File: config.mk
export PLATFORM = sky130hd
export DESIGN_NAME = grp_irq_ctrl
export DESIGN_NICKNAME = d
export VERILOG_FILES = /design/src/rtl/grp_irq_pkg.sv /design/src/rtl/grp_irq_prio.sv /design/src/rtl/grp_irq_sample.sv /design/src/rtl/grp_irq_arb.sv /design/src/rtl/grp_irq_ctrl.sv
export SDC_FILE = /design/constraint.sdc
export NUM_CORES = 1
export LEC_CHECK = 0
export BUFFER_PORTS_ARGS = -buffer_cell sky130_fd_sc_hd__buf_2
export CORE_MARGIN = 5
export CORE_UTILIZATION = 45
export DETAILED_ROUTE_END_ITERATION = 12
export MAX_ROUTING_LAYER = met4
export PLACE_DENSITY = 0.7
export SKIP_LAST_GASP = 1
export SLEW_MARGIN = 20
export SYNTH_ARGS = -nofsm -noshare
export SYNTH_HDL_FRONTEND = slang
export SYNTH_SLANG_ARGS = --single-unit
File: constraint.sdc
create_clock -name clk_i -period 12.4 [get_ports clk_i]
set_clock_uncertainty 0.15 [all_clocks]
set_input_delay 2.48 -clock clk_i [delete_from_list [all_inputs] [get_ports clk_i]]
set_output_delay 2.48 -clock clk_i [all_outputs]
set_load 0.01 [all_outputs]
File: src/rtl/grp_irq_pkg.sv
package grp_irq_pkg;
  localparam int LVL_W   = 2;
  localparam int NUM_LVL = 1 << LVL_W;
  localparam int OFF_W   = 14;
  localparam int DATA_W  = 32;

  typedef struct packed {
    logic [LVL_W-1:0] lvl;
    logic [OFF_W-1:0] off;
  } prio_t;
endpackage

File: src/rtl/grp_irq_prio.sv
module grp_irq_prio
  import grp_irq_pkg::*;
#(
  parameter int NUM_GRP = 8,
  parameter int IDX_W   = 3
) (
  input  logic                 clk_i,
  input  logic                 rst_ni,
  input  logic                 we_i,
  input  logic [IDX_W-1:0]     idx_i,
  input  logic [DATA_W-1:0]    wdata_i,
  output prio_t [NUM_GRP-1:0]  prio_o
);
  for (genvar g = 0; g < NUM_GRP; g++) begin : g_reg
    always_ff @(posedge clk_i or negedge rst_ni) begin
      if (!rst_ni) begin
        prio_o[g] <= '0;
      end else if (we_i && (int'(idx_i) == g)) begin
        prio_o[g].lvl <= wdata_i[DATA_W-1 -: LVL_W];
        prio_o[g].off <= wdata_i[OFF_W-1:0];
      end
    end
  end
endmodule

File: src/rtl/grp_irq_sample.sv
module grp_irq_sample #(
  parameter int NUM_LINES = 64,
  parameter int GRP_W     = 8,
  localparam int NUM_GRP  = NUM_LINES / GRP_W
) (
  input  logic                 clk_i,
  input  logic                 rst_ni,
  input  logic [NUM_LINES-1:0] irq_i,
  output logic [NUM_LINES-1:0] irr_o,
  output logic [NUM_GRP-1:0]   pend_o
);
  always_ff @(posedge clk_i or negedge rst_ni) begin
    if (!rst_ni) irr_o <= '0;
    else         irr_o <= irq_i;
  end

  // pending taken from the live lines so the vector lands in the same edge as the sample
  for (genvar g = 0; g < NUM_GRP; g++) begin : g_or
    assign pend_o[g] = |irq_i[g*GRP_W +: GRP_W];
  end
endmodule

File: src/rtl/grp_irq_arb.sv
module grp_irq_arb
  import grp_irq_pkg::*;
#(
  parameter int NUM_GRP = 8
) (
  input  logic [NUM_GRP-1:0]  pend_i,
  input  prio_t [NUM_GRP-1:0] prio_i,
  input  logic [NUM_LVL-1:0]  lvl_mask_i,
  input  logic                glob_mask_i,
  input  logic                nmi_i,
  output logic                req_o,
  output logic                nmi_o,
  output logic [LVL_W-1:0]    lvl_o,
  output logic [OFF_W-1:0]    off_o
);
  logic [NUM_GRP-1:0] valid;

  for (genvar g = 0; g < NUM_GRP; g++) begin : g_val
    assign valid[g] = pend_i[g] & ~glob_mask_i & ~lvl_mask_i[prio_i[g].lvl];
  end

  always_comb begin
    logic             found;
    logic [LVL_W-1:0] best_lvl;
    logic [OFF_W-1:0] best_off;
    found    = 1'b0;
    best_lvl = '0;
    best_off = '0;
    // ascending scan with strict compare: lowest index keeps a tie
    for (int g = 0; g < NUM_GRP; g++) begin
      if (valid[g] && (!found || prio_i[g].lvl > best_lvl)) begin
        found    = 1'b1;
        best_lvl = prio_i[g].lvl;
        best_off = prio_i[g].off;
      end
    end
    req_o = nmi_i | found;
    nmi_o = nmi_i;
    lvl_o = nmi_i ? '0 : best_lvl;
    off_o = nmi_i ? '0 : best_off;
  end
endmodule

File: src/rtl/grp_irq_ctrl.sv
module grp_irq_ctrl
  import grp_irq_pkg::*;
#(
  parameter int NUM_LINES = 64,
  parameter int GRP_W     = 8,
  localparam int NUM_GRP  = NUM_LINES / GRP_W,
  localparam int IDX_W    = (NUM_GRP > 1) ? $clog2(NUM_GRP) : 1,
  localparam int ADDR_W   = IDX_W + 1
) (
  input  logic                 clk_i,
  input  logic                 rst_ni,
  input  logic [NUM_LINES-1:0] irq_i,
  input  logic                 nmi_i,
  input  logic [NUM_LVL-1:0]   lvl_mask_i,
  input  logic                 glob_mask_i,
  input  logic                 wr_en_i,
  input  logic [ADDR_W-1:0]    addr_i,
  input  logic [DATA_W-1:0]    wdata_i,
  output logic [DATA_W-1:0]    rdata_o,
  output logic                 req_o,
  output logic                 nmi_o,
  output logic [LVL_W-1:0]     level_o,
  output logic [OFF_W-1:0]     offset_o
);
  logic                 sel_irr;
  logic [IDX_W-1:0]     idx;
  logic [NUM_LINES-1:0] irr_q;
  logic [NUM_GRP-1:0]   pend;
  prio_t [NUM_GRP-1:0]  prio;
  logic                 a_req, a_nmi;
  logic [LVL_W-1:0]     a_lvl;
  logic [OFF_W-1:0]     a_off;

  assign sel_irr = addr_i[ADDR_W-1];
  assign idx     = addr_i[IDX_W-1:0];

  grp_irq_prio #(.NUM_GRP(NUM_GRP), .IDX_W(IDX_W)) u_prio (
    .clk_i, .rst_ni,
    .we_i   (wr_en_i & ~sel_irr),
    .idx_i  (idx),
    .wdata_i,
    .prio_o (prio)
  );

  grp_irq_sample #(.NUM_LINES(NUM_LINES), .GRP_W(GRP_W)) u_smp (
    .clk_i, .rst_ni, .irq_i,
    .irr_o  (irr_q),
    .pend_o (pend)
  );

  grp_irq_arb #(.NUM_GRP(NUM_GRP)) u_arb (
    .pend_i (pend), .prio_i (prio),
    .lvl_mask_i, .glob_mask_i, .nmi_i,
    .req_o (a_req), .nmi_o (a_nmi), .lvl_o (a_lvl), .off_o (a_off)
  );

  always_ff @(posedge clk_i or negedge rst_ni) begin
    if (!rst_ni) begin
      req_o    <= 1'b0;
      nmi_o    <= 1'b0;
      level_o  <= '0;
      offset_o <= '0;
    end else begin
      req_o    <= a_req;
      nmi_o    <= a_nmi;
      level_o  <= a_lvl;
      offset_o <= a_off;
    end
  end

  always_comb begin
    rdata_o = '0;
    if (int'(idx) < NUM_GRP) begin
      if (sel_irr) begin
        rdata_o[GRP_W-1:0] = irr_q[idx*GRP_W +: GRP_W];
      end else begin
        rdata_o[DATA_W-1 -: LVL_W] = prio[idx].lvl;
        rdata_o[OFF_W-1:0]         = prio[idx].off;
      end
    end
  end
endmodule

### Yosys cells after proc, flatten, opt, wreduce, memory -nomap -nowiden

Index checks and enable logic that the tools add are counted.

* word-level logic and storage cells: 158
* bits of input ports: 109
* output and inout bits: 50
* register bits after elaboration: 210

* eq/ne operators: 7
* shift-type cells: 1
* multiplexer cells: 47
* $lt $le $gt $ge: 16
* bitwise gates (word level): 28
* reductions and logical operators: 38

Operators by type and width (number)
* 14-bit 2-to-1 mux: 9
* 8-bit OR reduction: 8
* 64-bit by 7-bit indexed part select with 8-bit output: 1
* 16-bit binary-select mux with 3-bit select: 1
* 2-bit by 3-bit less-than comparator with 1-bit output (second input constant): 8
* 2-bit 2-to-1 mux: 10
* 1-bit bitwise AND: 17
* 1-bit binary-select mux with 2-bit select: 8
* 1-bit 2-to-1 mux: 16
* 16-bit 2-to-1 mux: 1
* 1-bit logical AND: 15
* 2-bit greater-than comparator: 7
* 3-bit == test (second input constant): 4
* 1-bit NOT: 10
* 8-bit 2-to-1 mux: 1
* 1-bit zero test: 7
* 1-bit logical OR: 7
* 3-bit by 2-bit == test with 1-bit output (second input constant): 2
* 6-bit 2-to-1 mux: 1
* 3-bit by 4-bit less-than comparator with 1-bit output (second input constant): 1
* 3-bit by 1-bit == test with 1-bit output (second input constant): 1
* 3-bit zero test: 1
* 1-bit OR: 1

### Logic depth before layout (Yosys ltp)

Gate-level depths: netlist (run 1).

* depth after elaboration: 34
* gate-level depth with buffers: 53
* gate-level depth less buffers: 47

### By module

A second synthesis (run 1) with hierarchy kept.

* cell total of the unflattened synthesis: 827
* area total of the unflattened synthesis: 11031.8 um^2

By module, submodules not included
* grp_irq_prio: times used 1, cells each 279, sequential area each 3203.1 um^2, area an instance 4914.7 um^2
* grp_irq_arb: times used 1, cells each 317, sequential area each 0.0 um^2, area an instance 2312.2 um^2
* grp_irq_ctrl: times used 1, cells each 143, sequential area each 450.4 um^2, area an instance 2073.2 um^2
* grp_irq_sample: times used 1, cells each 88, sequential area each 1601.5 um^2, area an instance 1731.7 um^2

### Least setup slack after synthesis (run 1)

Ideal clock, no wire load.

* path type: input to register
* from: in lvl_mask_i[3]
* to: reg offset_o[3]
* setup time: 96 ps
* data arrival time: 11906 ps
* data required time: 12154 ps
* buffers on the path: 7
* slack: 248 ps
* stages on the path: 52
* path through: mux4_2 a211oi_2 nand2_1 ha_1 nor2b_1 o21a_1 o311ai_0 and2_1 ha_1 nor2b_1 o21ai_0 a21boi_1 nor3_1 or2_2 ha_1 nand2_1 o21ai_0 o31ai_1 (+16 left out) a22oi_2 nor2_1 a21o_1 ha_1 a21oi_1 a21oi_1 a22o_1 buf_2 clkbuf_1 a311oi_1 a21oi_1 ha_1 nor2b_1 o21ai_0 a21o_1 buf_2 nor2_1 a311oi_2

* longest elaborated chain between the ends: 34
* elaborated cells between the ends (all ways): 83
* those cells by class: 7 x order compare; 39 x mux; 16 x bitwise; 21 x reduce/logical

Ends and longest elaborated chain
* from (decl): line grp_irq_ctrl.sv:14 `input logic [NUM_LVL-1:0] lvl_mask_i,`
* 1-bit binary-select mux with 2-bit select: line grp_irq_arb.sv:19 `assign valid[g] = pend_i[g] & ~glob_mask_i & ~lvl_mask_i[prio_i[g].lvl];`
* 1-bit 2-to-1 mux (not written as such): line grp_irq_arb.sv:19
* 1-bit NOT: line grp_irq_arb.sv:19
* 1-bit bitwise AND: line grp_irq_arb.sv:19
* 2-bit 2-to-1 mux or 1-bit 2-to-1 mux (tied branches): line grp_irq_arb.sv:31 `if (valid[g] && (!found || prio_i[g].lvl > best_lvl)) begin`
* 2-bit greater-than comparator or 1-bit zero test (tied branches): line grp_irq_arb.sv:31
* 1-bit logical OR: line grp_irq_arb.sv:31
* 1-bit logical AND: line grp_irq_arb.sv:31
* (+19 left out)
* 1-bit logical AND: line grp_irq_arb.sv:31
* 2-bit 2-to-1 mux or 1-bit 2-to-1 mux (tied branches): line grp_irq_arb.sv:31
* 2-bit greater-than comparator or 1-bit zero test (tied branches): line grp_irq_arb.sv:31
* 1-bit logical OR: line grp_irq_arb.sv:31
* 1-bit logical AND: line grp_irq_arb.sv:31
* 14-bit 2-to-1 mux *: line grp_irq_arb.sv:31
* 14-bit 2-to-1 mux *: line grp_irq_arb.sv:40 `off_o = nmi_i ? '0 : best_off;`
* named net a_off[3]: line grp_irq_ctrl.sv:32 `logic [OFF_W-1:0] a_off;`
* to (signal assigned): line grp_irq_ctrl.sv:67 `offset_o <= a_off;`
* to (decl): line grp_irq_ctrl.sv:23 `output logic [OFF_W-1:0] offset_o`

Mark *: on every way through the listed nets, which the timed path passes. The rest lies on a longest branch. The select of a mux whose other input is x is not followed.
A chain may end at the register's enable or synchronous reset.

### Worst setup path in the final report (run 1)

* from: in lvl_mask_i[3]
* to: reg offset_o[9]

The elaborated chain is that of the path after synthesis.

==> metrics, run 1 <==
status=finished clean; Critical Path Stages=47; DIE HEIGHT=163 um; clk sink count=210; final hold violations=0; Critical-path top delay cell=mux4_2; Synth-to-Final Area Change=16.8%; Via Count=7250; Seq. cell area=5260 um^2; top cell type's share of synthesized area=50.1%; CP delay by family, top=compound AO/OA/AOI/OAI gates; fin. max-slew vios=0; most common cell after layout, fill and taps aside=dfrtp_1; I/O pin cnt=159; min-delay worst type=reg -> reg; Root Buffer=clkbuf_16; Filler cells=between 1500 and 2000; global-route wire length before repair=45600 um; Synth cell types=56; layout cells sized above 1=between 40% and 50%; Final Routed Wirelength=29000 um; worst skew pair latency=0.51 ns; Via density=about 6.1; worst path required time=~13 ns; pin count of the biggest net entering global routing=74; Core Footprint=about 23000 um^2; remaining antenna violation count after routing=0; register bit total from synthesis=210; CTS H-Tree Depth=1; CTS tree=yes; Mapped Area=10500 um^2; minimum clock period=about 12 ns; final setup fails=0; Initial Utilization=46.0%; asr flop ratio synth=100%; hold depth=1; Peak VDD IR=~90 uV; CP Buf/Inv Count=3; Synth Area in XOR/XNOR=0%; pwr dens=189 nW/um^2; GRT Residual Overflow=0; CTS Buf Count=23; PortBufs=126; leakage power=0.00535 uW; row cnt=55; multi-input logic area=approximately 5000 um^2; highest clock rate=0.0866 GHz; nets=993; Worst Tran Pin Value=between 1 and 1.5 ns; First-pass DRT Iterations=6; fin crit share=93.2%; final setup margin=0.849 ns; total global-route track usage=23.0%; die area=26500 um^2; DPL Wire Length=19100 um; cts hold-fix bufs=0; Worst-path clk slew=0.06 ns; compound-cell area share of the yosys netlist=10.6%; Simple-Gate Fraction of Synth Area=6.13%; initial antenna violation count=0; YS warnings=0; CP max stage delay=0.56 ns; top post-synthesis cells by area=dfrtp_1 50%, mux4_2 14%, mux2_2 13%; mux contribution to synthesized area=27.9%; most used cell, CP=ha_1; Avg Synthesized Cell Area=14.1 um^2; worst setup path class=in -> reg; drt wl/cell=between 20 and 25 um; RSZ-0062 raised after global routing=no; commonest non-fill, non-tap cells in the layout=210 x dfrtp_1, 125 x mux2_2, 124 x buf_2; Main synth FF type=dfrtp_1; critical path peak fanout=32; setup TNS=0 ns; die width=between 150 and 200 um; pre-CTS WS=-0.0391 ns; Syn Inst Count=746; CP endpoint kind=flip-flop; Arr. time, crit path=11.78 ns; Antenna Diode Count=0; Rel. slew slack=between 10% and 20%; drc violations=0; biggest area consumer among synthesized cells=dfrtp_1; EDFF count, synth=0; largest family of logic cells by synthesized area=multiplexers; DRT iter0 DRCs=511; max_cap viols=0; Startpoint Class=input pin; FF-to-FF path depth=46; vias in the first global route=about 8000; CTS max path bufs=3; routability cong.=0.890; sequential element share of the synthesized area=50.1%; Adder-Cell Fraction of Synth Area=1.67%
[cell usage after synthesis, drive strengths merged (4+ instances only)]
cell	instances
a211oi	7
a21o	16
a21oi	7
a222oi	14
a22oi	17
a311oi	15
and2	5
buf	35
clkbuf	30
dfrtp	210
ha	14
inv	10
mux2	125
mux2i	8
mux4	64
nand2	21
nand3b	4
nor2	28
nor2b	6
nor3	29
nor3b	4
nor4	17
o21ai	10
o221ai	14
o311ai	5
[kinds of logic after synthesis]
logic type | Yosys count
multiplexers | 197
AND/OR/NAND/NOR | 123
AO/OA/AOI/OAI | 126
other | 1
buffers and inverters | 75
adder cells (fa/ha/maj) | 14
flip-flops | 210
[per-stage QoR]
stage	power [uW]	hold WS (ns)	std cells	util, %	cell area [um^2]
after floorplan	1380	0.346	761	-	10500
after global placement	1600	0.358	1156	50.2	11400
after detailed placement	1610	0.368	1156	50.2	11400
after CTS	2310	0.381	1196	53.5	12200
after global routing	2440	0.396	1198	53.7	12200
final	2310	0.380	1198	53.7	12200
[sequential cells by signal (all words and copies together) (netlist names)]
register       flops
offset_o          14
u_smp.irr_o       64
u_prio.prio_o    128
req_o              1
nmi_o              1
level_o            2
[worst paths after layout]
path | slack [ns] | start | end
min reg2reg | 0.38 | u_prio.prio_o[20] | u_prio.prio_o[20]
max in group asynchronous | 8.93 | rst_ni | u_smp.irr_o[13]
max | 0.85 | lvl_mask_i[3] | offset_o[9]
min | 0.38 | u_prio.prio_o[20] | u_prio.prio_o[20]
min in group asynchronous | 1.81 | rst_ni | u_smp.irr_o[20]
max reg2reg | 2.52 | u_prio.prio_o[14] | offset_o[9]
[report_power, final]
part	internal (uW)	switching, uW	leakage (uW)
logic	344	373	0.00242
clock network	422	270	0.000379
registers	811	93.4	0.00255
[cell type report]
class / count / share of cell area [%]
Clock inverter: 9 / 1.06
Multi-Input combinational cell: 476 / 40.5
Inverter: 10 / 0.307
Sequential cell: 210 / 42.9
Clock buffer: 31 / 5.19
Timing Repair Buffer: 149 / 6.79
Tap cell: 313 / 3.20
[per-layer routing]
metal | share of wire (%) | up-vias | track usage [%]
li1 | - | 3135 | -
met2 | 50 | 304 | 38.0
met4 | 3.9 | 0 | 8.54
met5 | 0 | - | -
met3 | 7.1 | 76 | 3.80
met1 | 39 | 3735 | 28.9
[what timing repair did]
item,4_1_cts,5_1_grt
endpoints found under the setup margin,0,16
endpoints found under the hold margin,0,0
buffers inserted,0,2
resized for setup,0,9
Power figures use the tool's default switching activity.
==> run 2, diff against run 1 <==
--- a/config.mk
+++ b/config.mk
@@ -14,3 +14,2 @@
 export SKIP_LAST_GASP = 1
-export SLEW_MARGIN = 20
 export SYNTH_ARGS = -nofsm -noshare
==> constraint.sdc (replaced) <==
create_clock -name clk_i -period 12.9 [get_ports clk_i]
set_clock_uncertainty 0.15 [all_clocks]
set_input_delay 2.58 -clock clk_i [delete_from_list [all_inputs] [get_ports clk_i]]
set_output_delay 2.58 -clock clk_i [all_outputs]
set_load 0.005 [all_outputs]
==> run 2 against run 1 <==
Routed wire length is 1.2% higher. Critical endpoint is now offset_o[4]. Hold slack hardly changed. Sequential power is 3.8% lower. Largest cell class unchanged.
==> metrics, run 2 (synthesis gave the netlist of run 1 again) <==
status=finished clean; clk sink count=210 (unchanged); critical path peak fanout=32 (unchanged); commonest non-fill, non-tap cells in the layout=210 x dfrtp_1, 125 x mux2_2, 124 x buf_2; min-delay worst type=reg -> reg; pin count of the biggest net entering global routing=77 (+4.1%); layout cells sized above 1=45.6% (-0.47 points); multi-input logic area=4950 um^2 (-0.30%); PortBufs=126 (unchanged); row cnt=55 (unchanged); worst path required time=13.13 ns (+0.50 ns); pwr dens=182 nW/um^2 (-3.8%); Arr. time, crit path=12.38 ns (+0.60 ns); CTS tree=yes; DPL Wire Length=19000 um (-0.96%); Top Registers=u_prio.prio_o (128), u_smp.irr_o (64), offset_o (14); minimum clock period=12.15 ns; Setup Fix Bufs, Post-CTS=0 (unchanged); fin. max-slew vios=0 (unchanged); fin crit share=94.2%; most used cell, CP=ha_1; setup TNS=0 ns (unchanged); GRT Residual Overflow=0 (unchanged); global-route wire length before repair=45400 um (-0.50%); post_cts resized=0 (unchanged); drt wl/cell=24.6 um (+1.5%); CTS Buf Count=23 (unchanged); die width=163 um (unchanged); register bank with the most flops=u_prio.prio_o; DRT iter0 DRCs=687 (+34%); Synth-to-Final Area Change=16.5%; routability cong.=0.870 (-2.3%); drc violations=0 (unchanged); total global-route track usage=22.8% (-0.21 points); Largest register FFs=128 (unchanged); max_cap viols=0 (unchanged); final setup fails=0 (unchanged); most common cell after layout, fill and taps aside=dfrtp_1; DIE HEIGHT=163 um (unchanged); Startpoint Class=input pin; CP endpoint kind=flip-flop; Critical-path top delay cell=mux4_2; CP Buf/Inv Count=4 (+1); Via density=6.07 (+0.33%); Peak VDD IR=99.3 uV (+12%); Worst-path clk slew=0.06 ns (about the same); Via Count=7256 (+0.083%); remaining antenna violation count after routing=0 (unchanged); Initial Utilization=46.0% (unchanged); Root Buffer=clkbuf_16; CTS max path bufs=3 (unchanged); cts hold-fix bufs=0 (unchanged); highest clock rate=about 0.082 GHz; CP max stage delay=0.56 ns (about the same); Rel. slew slack=21.0% (+1.6 points); CP delay by family, top=compound AO/OA/AOI/OAI gates; Core Footprint=22800 um^2 (unchanged); worst skew pair latency=0.51 ns (about the same); nets=989 (-0.40%); fin util=53.6% (-0.13 points); I/O pin cnt=159 (unchanged); Final Routed Wirelength=29400 um (+1.2%); die area=26500 um^2 (unchanged); CTS H-Tree Depth=1 (unchanged); RSZ-0062 raised after global routing=no; First-pass DRT Iterations=6 (unchanged); Worst Tran Pin Value=1.18 ns (-0.0203 ns); final hold violations=0 (unchanged); Filler cells=1911 (+1.7%); initial antenna violation count=1 (+1); leakage power=0.00533 uW (-0.29%); Seq. cell area=5260 um^2 (unchanged); worst setup path class=in -> reg; vias in the first global route=7587 (-3.1%)
run 2: final timing paths:
| path | slack, ns | cells past startpoint | from | end |
|---|---|---|---|---|
| hold reg to reg | 0.38 | 1 | u_prio.prio_o[72] | u_prio.prio_o[72] |
| max in group asynchronous | 9.29 | 2 | rst_ni | u_prio.prio_o[119] |
| setup / recovery | 0.75 | 49 | lvl_mask_i[3] | offset_o[4] |
| setup reg to reg | 2.51 | 48 | u_prio.prio_o[14] | offset_o[4] |
| hold / removal | 0.38 | 1 | u_prio.prio_o[72] | u_prio.prio_o[72] |
| min in group asynchronous | 1.90 | 1 | rst_ni | u_smp.irr_o[28] |
run 2: final cells by class:
cell class / instances / share of cell area (%)
flip-flops and latches: 210 / 43.0
multi-input cells: 476 / 40.5
repair buffers: 145 / 6.53
clock buffers: 31 / 5.37
well taps: 313 / 3.21
clock inverters: 9 / 1.03
inverters: 10 / 0.307
diodes: 1 / 0.0205
run 2: layer usage:
| metal | routed length [um] | track usage, % | vias up |
|---|---|---|---|
| met5 | 0 | - | - |
| met4 | 765 | 6.44 | 0 |
| met3 | 2140 | 4.02 | 62 |
| met2 | 14700 | 37.1 | 298 |
| met1 | 11800 | 29.8 | 3766 |
| li1 | - | - | 3130 |
run 2: metrics by stage:
stage	cells	power (uW)	area (um^2)	setup WS, ns	hold WS, ns
4_1_cts	1194	2230	12200	0.525	0.380
3_5_place_dp	1154	1540	11400	0.0877	0.364
5_1_grt	1195	2340	12200	0.00721	0.395
6_report	1195	2220	12200	0.746	0.380
3_3_place_gp	1154	1520	11400	0.171	0.358
2_1_floorplan	761	1320	10500	0.648	0.346
run 2: power breakdown:
group | total (uW) | leakage [uW] | internal [uW] | switching, uW
registers | 871 | 0.00255 | 780 | 91.1
logic | 666 | 0.00240 | 322 | 344
clock network | 683 | 0.000386 | 415 | 268
